**src/rtl/pt_walker.sv**
```systemverilog
module pt_walker #(
  parameter int AW = 32
) (
  input  logic          clk,
  input  logic          rst_n,
  input  logic [AW-1:0] ptbr,
  input  logic          req_valid,
  input  logic [AW-1:0] req_vaddr,
  input  logic          req_write,
  input  logic          req_user,
  output logic          busy,
  output logic          resp_valid,
  output logic [1:0]    resp_status,
  output logic [AW-1:0] resp_paddr,
  output logic          mem_req,
  output logic [AW-1:0] mem_addr,
  input  logic          mem_rvalid,
  input  logic [AW-1:0] mem_rdata
);
  localparam int OFS_W  = 12;
  localparam int IDX_W  = 10;
  localparam int FRM_W  = AW - OFS_W;
  localparam int L1_LO  = OFS_W + IDX_W;
  localparam int B_VAL  = 0;
  localparam int B_WR   = 1;
  localparam int B_USR  = 2;

  typedef enum logic [2:0] {IDLE, FETCH_L1, WAIT_L1, FETCH_L2, WAIT_L2, DONE} state_t;

  state_t            st;
  logic [AW-1:0]     va_q, base_q, tbl_q;
  logic [FRM_W-1:0]  frame_q;
  logic [1:0]        stat_q;
  logic              wr_q, usr_q;

  wire pte_present = mem_rdata[B_VAL];
  wire pte_allows  = (!wr_q || mem_rdata[B_WR]) && (!usr_q || mem_rdata[B_USR]);

  wire [AW-1:0] l1_off = {{(AW-IDX_W-2){1'b0}}, va_q[AW-1:L1_LO], 2'b00};
  wire [AW-1:0] l2_off = {{(AW-IDX_W-2){1'b0}}, va_q[L1_LO-1:OFS_W], 2'b00};

  always_ff @(posedge clk) begin
    if (!rst_n) begin
      st      <= IDLE;
      va_q    <= '0;
      base_q  <= '0;
      tbl_q   <= '0;
      frame_q <= '0;
      stat_q  <= 2'b00;
      wr_q    <= 1'b0;
      usr_q   <= 1'b0;
    end else begin
      case (st)
        IDLE: if (req_valid) begin
          va_q   <= req_vaddr;
          base_q <= ptbr;
          wr_q   <= req_write;
          usr_q  <= req_user;
          st     <= FETCH_L1;
        end
        FETCH_L1: st <= WAIT_L1;
        WAIT_L1: if (mem_rvalid) begin
          if (!pte_present) begin
            stat_q <= 2'b01;
            st     <= DONE;
          end else if (!pte_allows) begin
            stat_q <= 2'b11;
            st     <= DONE;
          end else begin
            tbl_q <= {mem_rdata[AW-1:OFS_W], {OFS_W{1'b0}}};
            st    <= FETCH_L2;
          end
        end
        FETCH_L2: st <= WAIT_L2;
        WAIT_L2: if (mem_rvalid) begin
          if (!pte_present)     stat_q <= 2'b10;
          else if (!pte_allows) stat_q <= 2'b11;
          else                  stat_q <= 2'b00;
          frame_q <= mem_rdata[AW-1:OFS_W];
          st      <= DONE;
        end
        DONE:    st <= IDLE;
        default: st <= IDLE;
      endcase
    end
  end

  assign busy        = (st != IDLE);
  assign resp_valid  = (st == DONE);
  assign resp_status = resp_valid ? stat_q : 2'b00;
  assign resp_paddr  = (resp_valid && stat_q == 2'b00) ? {frame_q, va_q[OFS_W-1:0]} : '0;
  assign mem_req     = (st == FETCH_L1) || (st == FETCH_L2);
  assign mem_addr    = (st == FETCH_L1) ? base_q + l1_off : tbl_q + l2_off;
endmodule

```
**config.mk**
```make
export PLATFORM = sky130hd
export DESIGN_NAME = pt_walker
export DESIGN_NICKNAME = d
export VERILOG_FILES = /design/src/rtl/pt_walker.sv
export SDC_FILE = /design/constraint.sdc
export NUM_CORES = 1
export LEC_CHECK = 0
export ABC_AREA = 1
export BUFFER_PORTS_ARGS = -buffer_cell sky130_fd_sc_hd__buf_2
export CAP_MARGIN = 10
export CORE_MARGIN = 10
export CORE_UTILIZATION = 45
export DETAILED_ROUTE_END_ITERATION = 7
export PLACE_DENSITY = 0.68
export SYNTH_ARGS = -nofsm -noshare
export SYNTH_HDL_FRONTEND = slang
export SYNTH_SLANG_ARGS = --single-unit
```
**constraint.sdc**
```tcl
create_clock -name clk -period 3.55 [get_ports clk]
set_input_delay 0.71 -clock clk [delete_from_list [all_inputs] [get_ports clk]]
set_output_delay 0.71 -clock clk [all_outputs]
set_load 0.01 [all_outputs]
```
# Yosys cells after proc, flatten, opt, wreduce, memory -nomap -nowiden
# Cells that the tools add are included.
# totals
register_bits,111
memories,0
ramBits,0
word_cells,51
inputBits,102
rom_bits,0
latch_bits,0
# classes
n_addsub,2
multipliers,0
n_lt_le_gt_ge,0
shift,0
reduce_logical,16
div_mod_pow,0
eq_ne,9
n_bitwise,0
n_mux,16
# ops
operator,count
adder 32 x 12 -> 32 bit,2
two-way mux 32 bit,2
two-way mux 3 bit,5
one-hot mux 3 bit (5 select lines),1
two-way mux 2 bit,7
AND reduction 4 bit,2
"== test 3 x 2 -> 1 bit, second input constant",2
"== test 3 bit, second input constant",2
"inequality test 2 bit, second input constant",3
one-hot mux 2 bit (2 select lines),1
AND reduction 2 bit,2
"== test 3 x 1 -> 1 bit, second input constant",1
zero test 3 bit,1
logical OR 1 bit,3
"inequality test 3 bit, second input constant",1
AND reduction 3 bit,1
nonzero test 3 bit,1
logical AND 1 bit,2
zero test 1 bit,2
zero test 2 bit,1
nonzero test 2 bit,1

# Logic depth before layout (Yosys ltp)
# Gate-level depths: netlist of run 1.
# logic_depth
word_depth,7
depth_mapped,13
ltp_nobuf,13

# Worst setup path after synthesis of run 1
# OpenSTA, ideal clock, no wires.
# synth_path
path_type,register to output
start,reg va_q[22]
end,out mem_addr[10]
path_buffers,0
required_time_ns,2.840
stages_incl_launch_ff,9
setup_slack_ns,1.133
t_arrival_ns,1.707
path_cell_list,dfxtp_1 ha_1 fa_1 nand3_1 nand3_1 nand2_1 nand2_1 xnor2_1 o21ai_0
# synth_between
elab_chain_len,2
# synth_lines
item,line,text
from (decl),31,"logic [AW-1:0] va_q, base_q, tbl_q;"
from (signal assigned),55,va_q <= req_vaddr;
adder 32 x 12 -> 32 bit,93,assign mem_addr = (st == FETCH_L1) ? base_q + l1_off : tbl_q + l2_off;
two-way mux 32 bit,93,
to (decl),16,"output logic [AW-1:0] mem_addr,"
# No other way between the ends.

# Worst setup path after layout of run 1
# layout_path
start,reg va_q[22]
end,out mem_addr[18]
# Same word-level chain as after synthesis.

==> reports/qor.yml, run 1 <==
cts_buffers: 9
fp-row-count: 41
synth_warnings: 0
routed_wl_mm: 16.9
drc: 0
yosysUniqueCellTypes: 28
hold_buffers: 0
cts_tree: "built"
syn_inst: 898
via_per_inst: 4.81
worstReg2RegStart: "st[2]$_SDFFE_PN0P_"
ios: 171
cts.repair.resized: 0
drt-pass1-iter-count: 5
finish.instance_area_um2: 6960
crit_type: "flip-flop to primary output"
hp-class: "flip-flop to flip-flop"
dp_worst_setup_slack_ps: 786
skew_ps: 6.67
cts_sinks: 111
finalHoldViolations: 0
tightest_slew_ps: 1060
rsz0062_at_grt: "no"
critPathMaxFanout: 7
grt_max_degree: 56
required_ps: 2840
clock_latency_ps: 350
status: "finished clean"
ys_seq_elements: 111
yosysSeqAreaShare_pct: 38.5
worstHoldPathCells: 2
gp_congestion: 0.875
antenna_found_initial: 2
power.leakage_uw: 0.00335
rr_worst_depth: 8
routedWlPerCell_um: 14.0
start_kind: "flip-flop"
n_antenna_cell: 0
initial_core_util_pct: 45.8
min_from: "va_q[19]$_SDFFE_PN0P_"
setup_slack_ps: 392
drive_gt1_share_pct: 19.1
grt_use_total_pct: 18.7
slew_violations: 0
r2r-end: "tbl_q[24]$_SDFFE_PN0P_"
holdPathEnd: "va_q[19]$_SDFFE_PN0P_"
dpl_cell_area_um2: 6660
syn2layout_area_growth_pct: 20.6
ant_nets: 0
nets: 1146
finalSetupViolations: 0
hpwlAfterDp_mm: 13.0
fmax_mhz: 317
root_buffer: "clkbuf_16"
cts_setup_buffers: 0
die_w_um: 133
relSlewSlack_pct: 29.3
syn_nets: 1011
finalCritPeriodShare_pct: 88.9
final.setup.tns_ps: 0
via_count: 5818
first_global_vias: 5620
grt_pass1_wl_mm: 27.6
clk_pin_slew_ps: 70
fin_crit_ps: 3160
drt_iter0_markers: 377
max_cap_violations: 0
syn_avg_cell_area_um2: 6.43
overflow: 0
power.density_nw_per_um2: 463
critPathCaptureType: "primary output"
clk_path_buf_depth: 2
port-buffer-count: 161
r2r_slack_ps: 1130
syn-cell-area_um2: 5780
htree_levels: 3
dieArea_um2: 17800
irDropWorstVdd_mv: 0.347
arrival_ps: 2450
die_h_um: 133
coreArea_um2: 12600
==> critical path, stage by stage, from the launching register on <==
cell and delay [ps]:
dfxtp_1 320, ha_1 260, fa_1 450, nand3_1 110, nand3_1 190, nand3_1 180, nand2_2 130, nand3_1 100
nand3_1 100, nand2_1 120, buf_2 140
==> cells in the final DEF (no fill, tap or decap), types with 2 or more instances in the layout <==
cell	n
nor2_2	5
nor3_1	5
clkbuf_16	9
inv_2	3
xnor2_1	6
nand4_1	4
and2_1	3
nand3_1	58
o21ai_1	5
nor2_1	113
inv_1	135
dfxtp_1	111
o21ai_0	120
nand2_2	4
o22ai_1	2
buf_4	5
ha_1	10
nor3_2	2
a21oi_1	94
nand2_1	170
inv_8	2
buf_2	161
==> Yosys cell counts <==
cell | count | area share (%)
or2_2 | 1 | 0.11
fa_1 | 1 | 0.35
nor3_2 | 2 | 0.35
inv_2 | 3 | 0.19
dfxtp_1 | 111 | 38
nand3b_1 | 1 | 0.13
inv_1 | 135 | 8.8
xnor2_1 | 6 | 0.91
nand2_2 | 4 | 0.43
clkbuf_1 | 21 | 1.4
ha_1 | 10 | 2.2
buf_2 | 16 | 1.4
a21oi_1 | 94 | 8.1
nor2_2 | 5 | 0.54
nand2_1 | 170 | 11
o21a_1 | 1 | 0.13
nand3_1 | 58 | 5.0
buf_6 | 2 | 0.39
o21ai_0 | 120 | 10
nor3_1 | 5 | 0.43
buf_1 | 3 | 0.19
nor2_1 | 113 | 7.3
o22ai_1 | 2 | 0.22
o21ai_1 | 5 | 0.43
and2_1 | 3 | 0.32
nand3_2 | 1 | 0.17
nand4_1 | 4 | 0.43
buf_4 | 1 | 0.13
==> per-stage QoR <==
stage / total power [uW] / util, % / hold WS [ps] / std cells
3_5_place_dp: 2210 / 52.8 / 435 / 1194
3_3_place_gp: 2200 / 52.8 / 432 / 1194
4_1_cts: 3260 / 55.2 / 447 / 1209
6_report: 3220 / 55.2 / 445 / 1209
2_1_floorplan: 1960 / - / 424 / 898
5_1_grt: 3420 / 55.2 / 463 / 1209
==> registers in the layout, summed over array words and instances (netlist names) <==
signal,count
usr_q,1
va_q,32
wr_q,1
st,3
tbl_q,20
stat_q,2
base_q,32
frame_q,20
==> report_power, final <==
| part | switching, uW | total, uW | leakage [uW] | internal [uW] |
|---|---|---|---|---|
| Sequential | 80.5 | 1450 | 0.000910 | 1370 |
| Clock | 483 | 1040 | 0.000146 | 557 |
| Combinational | 472 | 732 | 0.00230 | 260 |
==> area by class of cell <==
type                            instances  area, um^2
Multi-Input combinational cell        606        2840
Clock buffer                            9         225
Timing Repair Buffer                  167         863
Fill cell                            1395        5660
Inverter                              138         518
Sequential cell                       111        2220
Clock inverter                          6        77.6
Tap cell                              172         215
==> how the worst max path moves through the flow <==
stage | start | to | depth (start not counted)
6_report | va_q[22]$_SDFFE_PN0P_ | mem_addr[18] | 10
5_1_grt | va_q[22]$_SDFFE_PN0P_ | mem_addr[30] | 12
4_1_cts | va_q[22]$_SDFFE_PN0P_ | mem_addr[18] | 10
3_5_place_dp | va_q[22]$_SDFFE_PN0P_ | mem_addr[14] | 10
3_3_place_gp | va_q[22]$_SDFFE_PN0P_ | mem_addr[18] | 10
2_1_floorplan | va_q[22]$_SDFFE_PN0P_ | mem_addr[10] | 8
==> cell families (layout without fill, tap and decap cells) <==
logic type	count (synthesis)	in the layout	share of synthesized area [%]
flip-flops	111	111	38.5
XOR/XNOR	6	6	0.910
AND/OR/NAND/NOR	367	367	26.3
adder cells (fa/ha/maj)	11	11	2.51
buffers and inverters	181	320	12.4
AO/OA/AOI/OAI	222	222	19.3
==> metal layers <==
metal	wire (um)	up-vias	GRT usage (%)
li1	-	3108	-
met1	7450	2543	22.3
met2	7840	146	30.8
met3	1410	17	7.63
met4	184	4	3.63
met5	14	-	0
Note: power is estimated with default switching activity, not from simulation.
==> run 2: changes to the inputs <==
--- a/config.mk
+++ b/config.mk
@@ -11,7 +11,8 @@
 export CORE_MARGIN = 10
 export CORE_UTILIZATION = 45
 export DETAILED_ROUTE_END_ITERATION = 7
-export PLACE_DENSITY = 0.68
+export PLACE_DENSITY_LB_ADDON = 0.12
+export SKIP_CTS_REPAIR_TIMING = 1
 export SYNTH_ARGS = -nofsm -noshare
 export SYNTH_HDL_FRONTEND = slang
 export SYNTH_SLANG_ARGS = --single-unit
==> run 2 against run 1 <==
Against the previous run:
- clock skew rose by 6.0 ps
- final cell count up 0.17%
- maximum frequency grew 1.0%
- register-to-register slack better by 190 ps
- global-route usage grew 0.24 points
- worst setup slack better by 32 ps
==> reports/qor.yml, run 2 (same netlist as run 1, synthesis figures left out) <==
status: "finished clean"  # unchanged
slew_violations: 0  # unchanged
final_cell_mix: "nand2_1, buf_2, inv_1"  # unchanged
via_per_inst: 4.76  # was 4.81
relSlewSlack_pct: 28.4  # was 29.3%
die_w_um: 133  # unchanged
cts_tree: "built"  # unchanged
power.density_nw_per_um2: 457  # was 463 nW/um^2
r2r_slack_ps: 1320  # was 1130 ps
power.leakage_uw: 0.00335  # about the same
fmax_mhz: 320  # was 317 MHz
crit_top_cell: "nand2_1"  # was nand3_1
routed_wl_mm: 16.9  # about the same
finalCritPeriodShare_pct: 88.1  # was 88.9%
rsz0062_at_grt: "no"  # unchanged
grt_max_degree: 111  # was 56
hp-class: "flip-flop to flip-flop"  # unchanged
layout_commonest_cell: "nand2_1"  # unchanged
gp_congestion: 0.926  # was 0.875
cts_buffers: 9  # unchanged
skew_ps: 12.7  # was 6.67 ps
cp_slowest_cell: "fa_1"  # unchanged
multi_input_area_um2: 2840  # unchanged
arrival_ps: 2420  # was 2450 ps
grt_pass1_wl_mm: 27.8  # was 27.6 mm
syn2layout_area_growth_pct: 20.4  # was 20.6%
drt_iter0_markers: 352  # was 377
clock_latency_ps: 370  # was 350 ps
htree_levels: 3  # unchanged
start_kind: "flip-flop"  # unchanged
cts_sinks: 111  # unchanged
dieArea_um2: 17800  # unchanged
utilization_pct: 55.1  # was 55.2%
grt_use_total_pct: 18.9  # was 18.7%
fp-row-count: 41  # unchanged
fin_crit_ps: 3130  # was 3160 ps
tightest_slew_ps: 1070  # was 1060 ps
initial_core_util_pct: 45.8  # unchanged
final.setup.tns_ps: 0  # unchanged
routedWlPerCell_um: 13.9  # was 14.0 um
irDropWorstVdd_mv: 0.304  # was 0.347 mV
antenna_found_initial: 1  # was 2
coreArea_um2: 12600  # unchanged
worst_path_dominant_cell_family: "simple AND/OR/NAND/NOR gates"  # unchanged
drive_gt1_share_pct: 19.0  # was 19.1%
die_h_um: 133  # unchanged
clk_pin_slew_ps: 70  # about the same
hpwlAfterDp_mm: 12.7  # was 13.0 mm
reg_top3: "base_q (32), va_q (32)"  # unchanged
crit_buf_inv: 1  # unchanged
via_count: 5767  # was 5,818
max_stage_delay_ps: 440  # was 450 ps
overflow: 0  # unchanged
ant_nets: 0  # unchanged
nets: 1146  # unchanged
crit_type: "flip-flop to primary output"  # unchanged
nFillCells: 1403  # was 1,395
first_global_vias: 5603  # was 5,620
ios: 171  # unchanged
critPathCaptureType: "primary output"  # unchanged
critPathMaxFanout: 5  # was 7
required_ps: 2840  # about the same
crit_chain: "ha_1 -> fa_1 -> nand3_1 -> nand3_1 -> nand2_1 -> nand2_1 -> nand3_1 -> nand2_1 -> nand2_1 -> nand2_1 -> nand2_1 -> nand2_1 -> buf_2"  # was ha_1 -> fa_1 -> nand3_1 -> nand3_1 -> nand3_1 -> nand2_2 -> nand3_1 -> nand3_1 -> nand2_1 -> buf_2
seqCellArea_um2: 2220  # unchanged
clk_path_buf_depth: 2  # unchanged
finalHoldViolations: 0  # unchanged
drc: 0  # unchanged
root_buffer: "clkbuf_16"  # unchanged
drt-pass1-iter-count: 5  # unchanged
max_cap_violations: 0  # unchanged
finalSetupViolations: 0  # unchanged
port-buffer-count: 161  # unchanged
-- run 2: cell count changes in the layout (fill, tap and decap cells not counted) --
| cell | before | now |
|---|---|---|
| inv_6 | 1 | 4 |
| clkbuf_1 | 0 | 2 |
| buf_12 | 1 | 2 |
| buf_4 | 5 | 4 |
| bufinv_16 | 1 | 0 |
| clkinv_4 | 1 | 0 |
| clkinvlp_4 | 1 | 0 |
| diode_2 | 0 | 1 |
| inv_8 | 2 | 1 |
-- run 2: stage by stage --
| step | cells | total power (uW) | cell area, um^2 | setup slack (ps) | hold slack [ps] |
|---|---|---|---|---|---|
| 3_5_place_dp | 1194 | 2220 | 6670 | 812 | 439 |
| 5_1_grt | 1211 | 3360 | 6960 | 277 | 469 |
| 6_report | 1211 | 3180 | 6960 | 424 | 449 |
| 2_1_floorplan | 898 | 1960 | 5780 | 1130 | 424 |
| 4_1_cts | 1210 | 3210 | 6950 | 403 | 450 |
| 3_3_place_gp | 1194 | 2210 | 6670 | 844 | 434 |
-- run 2: area by class of cell --
cell class | count | area share (%)
clock inverters | 5 | 0.666
well taps | 172 | 3.09
flip-flops and latches | 111 | 31.9
clock buffers | 11 | 3.35
diodes | 1 | 0.0360
inverters | 138 | 7.45
multi-input cells | 606 | 40.9
repair buffers | 167 | 12.6
-- run 2: routing by layer --
layer | global-route usage [%] | wire length [um] | part of all wire, % | vias to the layer above
met5 | 0 | 0 | 0 | -
met4 | 5.20 | 276 | 1.6 | 0
met3 | 6.92 | 1190 | 7.0 | 20
met2 | 30.1 | 7680 | 45 | 135
met1 | 23.5 | 7750 | 46 | 2490
li1 | - | - | - | 3122
-- run 2: where the power goes --
group	switching, uW	internal [uW]	total [uW]
clock	498	493	991
combinational	470	263	733
sequential	83.0	1370	1450
-- run 2: worst paths after layout --
kind                                             from                     end  cells past startpoint
worst max register to register     st[2]$_SDFFE_PN0P_  tbl_q[30]$_SDFFE_PN0P_                      8
worst min-delay path            va_q[19]$_SDFFE_PN0P_   va_q[19]$_SDFFE_PN0P_                      2
worst max-delay path            va_q[22]$_SDFFE_PN0P_            mem_addr[24]                     13
worst min register to register  va_q[19]$_SDFFE_PN0P_   va_q[19]$_SDFFE_PN0P_                      2
-- run 2: worst min-delay path, delay by kind of cell (launching register included) --
family                 cells  cell delay [ps]
flip-flops                 1              310
buffers and inverters      1               50
AO/OA/AOI/OAI              1               50
